==> src/rtl/voice_irq_pkg.sv <==
package voice_irq_pkg;
  localparam logic [7:0] SVC_CODE  = 8'h8F;
  localparam logic [7:0] IDLE_CODE = 8'hE8;
  localparam logic [7:0] WAVE_BASE = 8'h60;
  localparam logic [7:0] RAMP_BASE = 8'h80;
  localparam int         WAVE_SUM_BIT = 5;
  localparam int         RAMP_SUM_BIT = 6;
  localparam int         NUM_CLASSES  = 2;
  typedef enum logic [0:0] {CLS_WAVE = 1'b0, CLS_RAMP = 1'b1} irq_class_e;
endpackage

==> src/rtl/voice_irq_prio.sv <==
module voice_irq_prio #(
  parameter int N  = 31,
  parameter int IW = $clog2(N)
) (
  input  logic [N-1:0]  req_i,
  output logic          valid_o,
  output logic [IW-1:0] idx_o,
  output logic [N-1:0]  onehot_o
);
  always_comb begin
    idx_o    = '0;
    onehot_o = '0;
    for (int i = N - 1; i >= 0; i--) begin
      if (req_i[i]) begin
        idx_o    = IW'(i);
        onehot_o = N'(1) << i;
      end
    end
    valid_o = |req_i;
  end
endmodule

==> src/rtl/voice_irq_bank.sv <==
module voice_irq_bank #(
  parameter int N = 31
) (
  input  logic         clk_i,
  input  logic         rst_ni,
  input  logic         run_i,
  input  logic [N-1:0] set_i,
  input  logic         clr_en_i,
  input  logic [N-1:0] clr_mask_i,
  output logic [N-1:0] pend_o,
  output logic         sum_o,
  output logic [N-1:0] flag_clr_o
);
  logic [N-1:0] pend_q, pend_d;
  logic         sum_q, sum_d;
  logic [N-1:0] fclr_q, fclr_d;

  always_comb begin
    pend_d = pend_q;
    sum_d  = sum_q;
    fclr_d = '0;
    if (!run_i) begin
      pend_d = '0;
      sum_d  = 1'b0;
    end else begin
      if (clr_en_i) begin
        pend_d = pend_q & ~clr_mask_i;
        fclr_d = clr_mask_i & ~set_i;   // a fresh set keeps the flag
      end
      pend_d = pend_d | set_i;
      if (|set_i) sum_d = 1'b1;
      else if (clr_en_i && pend_d == '0) sum_d = 1'b0;
    end
  end

  always_ff @(posedge clk_i or negedge rst_ni) begin
    if (!rst_ni) begin
      pend_q <= '0;
      sum_q  <= 1'b0;
      fclr_q <= '0;
    end else begin
      pend_q <= pend_d;
      sum_q  <= sum_d;
      fclr_q <= fclr_d;
    end
  end

  assign pend_o     = pend_q;
  assign sum_o      = sum_q;
  assign flag_clr_o = fclr_q;

  assert_sum_tracks_R8: assert property (@(posedge clk_i) disable iff (!rst_ni)
    sum_q == (|pend_q));
  assert_run_clears_R12: assert property (@(posedge clk_i) disable iff (!rst_ni)
    !run_i |=> (pend_q == '0) && !sum_q);
  assert_set_sticks_R11: assert property (@(posedge clk_i) disable iff (!rst_ni)
    (run_i && |set_i) |=> ((pend_q & $past(set_i)) == $past(set_i)));
  assert_single_clr_R10: assert property (@(posedge clk_i) disable iff (!rst_ni)
    $onehot0(fclr_q));
endmodule

==> src/rtl/voice_irq_encoder.sv <==
module voice_irq_encoder
  import voice_irq_pkg::*;
#(
  parameter int NUM_VOICES = 31
) (
  input  logic                  clk_i,
  input  logic                  rst_ni,
  input  logic                  run_i,
  input  logic [NUM_VOICES-1:0] wave_set_i,
  input  logic [NUM_VOICES-1:0] ramp_set_i,
  input  logic                  sel_we_i,
  input  logic [7:0]            sel_data_i,
  input  logic [7:0]            ext_stat_i,
  output logic [7:0]            status_o,
  output logic [7:0]            gstat_o,
  output logic                  irq_o,
  output logic [NUM_VOICES-1:0] wave_flag_clr_o,
  output logic [NUM_VOICES-1:0] ramp_flag_clr_o
);
  localparam int IW = $clog2(NUM_VOICES);

  logic [NUM_CLASSES-1:0][NUM_VOICES-1:0] set_v, pend_v, mask_v, fclr_v;
  logic [NUM_CLASSES-1:0][IW-1:0]         idx_v;
  logic [NUM_CLASSES-1:0]                 valid_v, clr_en_v, sum_v;
  logic                                   svc;
  logic [7:0]                             status_q, status_d;

  assign set_v[CLS_WAVE] = wave_set_i;
  assign set_v[CLS_RAMP] = ramp_set_i;
  assign svc = run_i && sel_we_i && (sel_data_i == SVC_CODE);

  // waveform class has strict priority over ramp class
  assign clr_en_v[CLS_WAVE] = svc && valid_v[CLS_WAVE];
  assign clr_en_v[CLS_RAMP] = svc && !valid_v[CLS_WAVE] && valid_v[CLS_RAMP];

  for (genvar c = 0; c < NUM_CLASSES; c++) begin : g_cls
    voice_irq_prio #(.N(NUM_VOICES), .IW(IW)) i_prio (
      .req_i   (pend_v[c]),
      .valid_o (valid_v[c]),
      .idx_o   (idx_v[c]),
      .onehot_o(mask_v[c])
    );
    voice_irq_bank #(.N(NUM_VOICES)) i_bank (
      .clk_i     (clk_i),
      .rst_ni    (rst_ni),
      .run_i     (run_i),
      .set_i     (set_v[c]),
      .clr_en_i  (clr_en_v[c]),
      .clr_mask_i(mask_v[c]),
      .pend_o    (pend_v[c]),
      .sum_o     (sum_v[c]),
      .flag_clr_o(fclr_v[c])
    );
  end

  always_comb begin
    status_d = status_q;
    if (svc) begin
      if (clr_en_v[CLS_WAVE])      status_d = WAVE_BASE | 8'(idx_v[CLS_WAVE]);
      else if (clr_en_v[CLS_RAMP]) status_d = RAMP_BASE | 8'(idx_v[CLS_RAMP]);
      else                         status_d = IDLE_CODE;
    end
  end

  always_ff @(posedge clk_i or negedge rst_ni) begin
    if (!rst_ni) status_q <= IDLE_CODE;
    else         status_q <= status_d;
  end

  always_comb begin
    gstat_o = ext_stat_i;
    gstat_o[WAVE_SUM_BIT] = sum_v[CLS_WAVE];
    gstat_o[RAMP_SUM_BIT] = sum_v[CLS_RAMP];
  end

  assign irq_o           = |gstat_o;
  assign status_o        = status_q;
  assign wave_flag_clr_o = fclr_v[CLS_WAVE];
  assign ramp_flag_clr_o = fclr_v[CLS_RAMP];

  assert_idle_code_R7: assert property (@(posedge clk_i) disable iff (!rst_ni)
    (svc && pend_v == '0) |=> status_q == IDLE_CODE);
  assert_wave_first_R5: assert property (@(posedge clk_i) disable iff (!rst_ni)
    (svc && |pend_v[CLS_WAVE]) |=> status_q[7:5] == 3'b011);
  assert_ramp_tag_R6: assert property (@(posedge clk_i) disable iff (!rst_ni)
    (svc && pend_v[CLS_WAVE] == '0 && |pend_v[CLS_RAMP]) |=> status_q[7:5] == 3'b100);
  assert_hold_status_R3: assert property (@(posedge clk_i) disable iff (!rst_ni)
    !svc |=> $stable(status_q));
  assert_one_served_R4: assert property (@(posedge clk_i) disable iff (!rst_ni)
    svc |=> $countones({wave_flag_clr_o, ramp_flag_clr_o}) <= 1);
  assert_clr_needs_svc_R10: assert property (@(posedge clk_i) disable iff (!rst_ni)
    !svc |=> ({wave_flag_clr_o, ramp_flag_clr_o} == '0));
endmodule

==> config.mk <==
export PLATFORM = sky130hd
export DESIGN_NAME = voice_irq_encoder
export DESIGN_NICKNAME = d
export VERILOG_FILES = /design/src/rtl/voice_irq_pkg.sv /design/src/rtl/voice_irq_prio.sv /design/src/rtl/voice_irq_bank.sv /design/src/rtl/voice_irq_encoder.sv
export SDC_FILE = /design/constraint.sdc
export NUM_CORES = 1
export LEC_CHECK = 0
export BUFFER_PORTS_ARGS = -buffer_cell sky130_fd_sc_hd__buf_2
export CORE_MARGIN = 2
export CORE_UTILIZATION = 55
export DETAILED_ROUTE_END_ITERATION = 8
export GPL_TIMING_DRIVEN = 0
export PLACE_DENSITY = 0.91
export SETUP_SLACK_MARGIN = 0.02
export SYNTH_ARGS = -nofsm -noshare
export SYNTH_HDL_FRONTEND = slang
export SYNTH_SLANG_ARGS = --single-unit
==> constraint.sdc <==
create_clock -name clk_i -period 4.2 [get_ports clk_i]
set_input_delay 0 -clock clk_i [delete_from_list [all_inputs] [get_ports clk_i]]
set_output_delay 0 -clock clk_i [all_outputs]
set_load 0.005 [all_outputs]
* Word level (Yosys, flattened, before mapping) *
Index checks and enable logic that the tools add are counted.

cells by class
  bitwise logic cells = 10
  mux-type cells = 142
  equal/unequal tests = 3
  reductions and logical operators = 15

operators with widths
  kind                number
  $mux 31             72
  $mux 5              62
  $and 31x31->31      4
  $not 31->31         4
  $reduce_or 31->1    4
  $logic_not 31->1    2
  $or 31x31->31       2
  $eq 8x8->1 const B  1
  $mux 8              1
  $reduce_or 8->1     1
  $logic_and 1x1->1   7
  $mux 7              1
  $mux 1              6
  $ne 3x1->1 const B  2
  $logic_not 1->1     1

word-level totals
  logic and storage cells = 177
  bits of input ports = 82
  output and inout bits = 79
  flip-flop bits (word level) = 134

* Logic depth before layout (Yosys ltp) *
  depth after elaboration = 41
  gate-level depth with buffers = 11

* Hierarchy *
A second synthesis with hierarchy kept.

unflattened totals
  cells, all modules = 700
  area total of the unflattened synthesis = 7205.7 µm²

by module, submodules not included
  module             area each (µm²)  cells an instance  instances
  voice_irq_bank     2675.1           221                2
  voice_irq_prio     696.9            109                2
  voice_irq_encoder  461.7            40                 1

* Least setup slack after synthesis *
Ideal clock, no wire load.

  path type = reg2reg
  start = register g_cls[0].i_bank.pend_q[1]
  end = register g_cls[0].i_bank.sum_q
  cell stages (with the launch flop) = 9
  clock period less this slack = 2722 ps
  arrival time = 2590 ps
  path slack = 1478 ps
  library setup time = 131 ps
  data required time = 4069 ps
  cells stage by stage = dfrtp_1 -> nor4_4 -> nand3_2 -> or4_1 -> buf_2 -> or3_4 -> or4_1 -> a211oi_2 -> a31oi_1

between the ends
  longest elaborated chain between the ends = 10

RTL lines
  item                      RTL line              text
  start, declared           voice_irq_bank.sv:14  logic [N-1:0] pend_q, pend_d;
  start signal, assigned    voice_irq_bank.sv:42  pend_q <= pend_d;
  $mux 31 (2 in a row)      voice_irq_prio.sv:14  if (req_i[i]) begin
  $not 31->31               voice_irq_bank.sv:27  pend_d = pend_q & ~clr_mask_i;
  $and 31x31->31            voice_irq_bank.sv:27
  $mux 31                   voice_irq_bank.sv:26  if (clr_en_i) begin
  $mux 31                   voice_irq_bank.sv:22  if (!run_i) begin
  $or 31x31->31             voice_irq_bank.sv:30  pend_d = pend_d | set_i;
  $logic_not 31->1          voice_irq_bank.sv:32  else if (clr_en_i && pend_d == '0) sum_d = 1'b0;
  $logic_and 1x1->1 (*)     voice_irq_bank.sv:32
  $ne 3x1->1 (no line) (*)  n/a
  end signal, assigned      voice_irq_bank.sv:43  sum_q <= sum_d;
  end, declared             voice_irq_bank.sv:15  logic sum_q, sum_d;

Every way passes the cells marked *; elsewhere a longest branch is shown, timed or not. The select of a mux whose other input is x is not followed.
A chain may end at the register's enable or synchronous reset.

* Worst setup path in the final report *
  start = register g_cls[0].i_bank.pend_q[29]
  end = register g_cls[1].i_bank.sum_q

between the ends
  longest elaborated chain between the ends = 10

RTL lines
  item                                RTL line                 text
  $reduce_or 31->1 (*)                voice_irq_prio.sv:19     valid_o = |req_i;
  $logic_not 1->1 (*)                 voice_irq_encoder.sv:34  assign clr_en_v[CLS_RAMP] = svc && !valid_v[CLS_WAVE] && valid_v[CLS_RAMP];
  $logic_and 1x1->1 (*) (2 in a row)  voice_irq_encoder.sv:34
  $mux 31                             voice_irq_bank.sv:26
  $mux 31                             voice_irq_bank.sv:22
  $or 31x31->31                       voice_irq_bank.sv:30
  $logic_not 31->1                    voice_irq_bank.sv:32
  $logic_and 1x1->1 (*)               voice_irq_bank.sv:32
  $ne 3x1->1 (no line) (*)            n/a
  end signal, assigned                voice_irq_bank.sv:43
  end, declared                       voice_irq_bank.sv:15

Marked as above.

==> impl_metrics.yaml <==
critical_path:
  endpoint_kind: "register"
  slowest_stage: "nor4_4"
  crit_path_start: "g_cls[0].i_bank.pend_o[29]"
  worstPathArrival_ns: 3.88
  crit_fanout: 10
  max_stage_delay_ns: 0.63
  worstSetupPathType: "reg -> reg"
  start_kind: "register"
  worstPathCellList: "nor3_1 > nand4_4 > nor4_4 > nand4_1 > o21a_1 > nor3_1 > and4b_1 > a31oi_1"
  r2r-start: "g_cls[0].i_bank.pend_o[29]"
  cp.required_ns: 4.50
  cpMostUsedCell: "nor3_1"
clock_tree:
  htreeDepth: 4
  cts_tree: "built"
  cts_setup_buffers: 0
  cts_made_buffers: 17
  root_buffer: "clkbuf_16"
  clkSinkCount: 133
  clk_pin_slew_ns: 0.06
  clk_latency_ns: 0.43
  ctsLongestPathBuffers: 2
global_routing:
  track_usage: 0.3394
  grt_pass1_vias: 6606
  grt_max_degree: 85
  grt_overflow: 0
  antenna_found_initial: 0
  grt_pass1_wl_um: 33790
yosys:
  ys_top_cells_by_area: "dfrtp_1 (49%), a21oi_1 (4.6%), nor2b_1 (3.6%)"
  synth-edff-count: 0
  ys_async_sr_fraction: 1.000
  syn_inst: 667
  seq_area_frac_synth: 0.5001
  synth_top_area_frac: 0.4883
  netlist_area_mm2: 0.006663
  synth.distinct_cells: 62
  synthFlopType: "dfrtp_1"
  synth_seq_cells: 133
  synth_area_per_cell_um2: 9.989
  synth_warnings: 0
  synth_top_cell_by_area: "dfrtp_1"
  synth_nets: 749
routing:
  via_count: 6684
  routedWlPerCell_um: 20.02
  wl_um: 21340
  drt_iter0_markers: 847
  vias_per_cell: 6.270
  first_pass_iters: 5
  drtAntennaViolNets: 0
  drc: 0
layout:
  syn_to_final_growth_pct: 34.14
  fillerInstances: 784
  drive_above_1_share: 0.2535
  nNetsFinal: 990
  diodes: 0
timing:
  fmax_ghz: 0.2795
  layout_min_cycle_time_ns: 3.578
  max_slew_margin: 0.5407
  worst_pin_slew_ns: 0.6832
  drv_slew: 0
  fin_setup_tns_ns: 0
  period_share: 0.8520
  fin_skew_ns: 0.009656
  hold_viol_final: 0
  setup-violations-final: 0
  rsz0062_at_grt: "false"
die:
  rows: 40
  initial_core_util: 0.5593
  die_x_um: 114.1
  die_h_um: 114.1
  core_mm2: 0.01191
  dieArea_mm2: 0.01301
  num_io_pins: 161
outcome:
  status: "complete, no violations"
power:
  ir_drop_uv: 232.5
  power.total_uw: 3399
  power.density_mw_per_mm2: 380.3
  leakagePower_uw: 0.004034
placed_design:
  port_buffers: 157
  hpwl_um: 13710
  place_congestion: 0.9476
worst_hold_path:
  min-delay-start: "sel_data_i[2]"
  holdCritPathClass: "in -> reg"
run:
  drv_cap: 0
synthesized netlist by cell type (all sizes together), types with 7 or more instances:
cell type,number
dfrtp,130
a21oi,61
nor2,51
nor2b,38
nor4,35
nor3,33
o21a,31
nand2,30
clkbuf,25
nor4b,22
o21ai,22
nor3b,20
buf,18
nand4,18
inv,17
nand3,14
or3,8
a211oi,7
or2,7
sequential cells by signal, summed over array words and instances (netlist names):
signal / cells
g_cls.i_bank.flag_clr_o: 62
status_o: 7
g_cls.i_bank.pend_o: 62
g_cls.i_bank.sum_o: 2
routing by layer:
metal,vias to the layer above,GRT usage,routed length [um]
met4,0,0.1797,1077
met2,438,0.5821,10760
li1,2954,-,-
met5,-,0,0
met3,108,0.07041,1697
met1,3184,0.4026,7806
layout make-up:
type / instances / area [um^2] / share of cell area
Sequential cell: 133 / 3332 / 0.3728
Multi-Input combinational cell: 474 / 3053 / 0.3416
Timing Repair Buffer: 222 / 1460 / 0.1634
Clock buffer: 21 / 480.5 / 0.05376
Buffer: 43 / 214.0 / 0.02394
Tap cell: 147 / 183.9 / 0.02058
Clock inverter: 9 / 150.1 / 0.01680
Inverter: 17 / 63.81 / 0.007140
cells by family (layout without fill, tap and decap cells):
family / count (synthesis) / count (layout) / synth area share
adders and majority gates: 4 / 4 / 0.006010
DFF: 133 / 133 / 0.5001
buffers and inverters: 60 / 312 / 0.04169
AOI/OAI and AO/OA: 165 / 165 / 0.1604
and+or+nand+nor: 305 / 305 / 0.2918
report_power, final:
group | leakage [uW] | switching (uW) | internal [uW]
Combinational | 0.00198 | 231 | 184
Sequential | 0.00175 | 61.8 | 1330
Clock | 0.000307 | 550 | 1050
worst paths after layout:
path                                                   to  cells after the start  slack [ns]
setup / recovery                    g_cls[1].i_bank.sum_o                      8        0.62
min in group asynchronous  g_cls[0].i_bank.flag_clr_o[22]                      2        0.08
hold reg to reg                               status_o[4]                      2        0.50
hold / removal                                status_o[4]                      4        0.02
setup reg to reg                    g_cls[1].i_bank.sum_o                      8        0.62
max in group asynchronous   g_cls[1].i_bank.flag_clr_o[8]                      3        3.35
cell usage in the layout (no fill, tap or decap), types with 7 or more instances in the layout:
master           n
a21oi_1         61
or3_1            7
buf_2          162
dlygate4sd3_1   64
nor4_4           7
clkbuf_16       17
inv_1           17
nor4_1          27
dfrtp_1        130
nor4b_1         21
nor3_1          33
nand4_1         14
nor2b_1         38
o21ai_0         22
nor3b_1         20
clkbuf_1        25
buf_4           12
nand3_1         13
nor2_1          50
nand2_1         30
o21a_1          31
what timing repair did:
| item | CTS | global route |
|---|---|---|
| resized for setup | 0 | 0 |
| setup endpoints to repair | 0 | 0 |
| hold endpoints to repair | 258 | 0 |
| hold buffers | 64 | 0 |
critical path: cells and delay by family, from the launching register on:
kind	cells	cell delay [ns]
AO/OA/AOI/OAI	2	0.48
flip-flops	1	0.45
AND/OR/NAND/NOR	6	2.51
through the flow:
stage	util	area (um^2)	hold slack [ns]	cells	setup WS, ns
after floorplan	-	6663	-0.2956	667	1.478
after global placement	0.6408	7632	0.1929	971	0.8786
after detailed placement	0.6436	7666	-0.03720	972	0.8052
after CTS	0.7503	8937	0.01063	1066	0.7300
after global routing	0.7503	8937	0.05153	1066	0.4660
final	0.7503	8937	0.02121	1066	0.6216
Note: power is estimated with default switching activity, not from simulation.
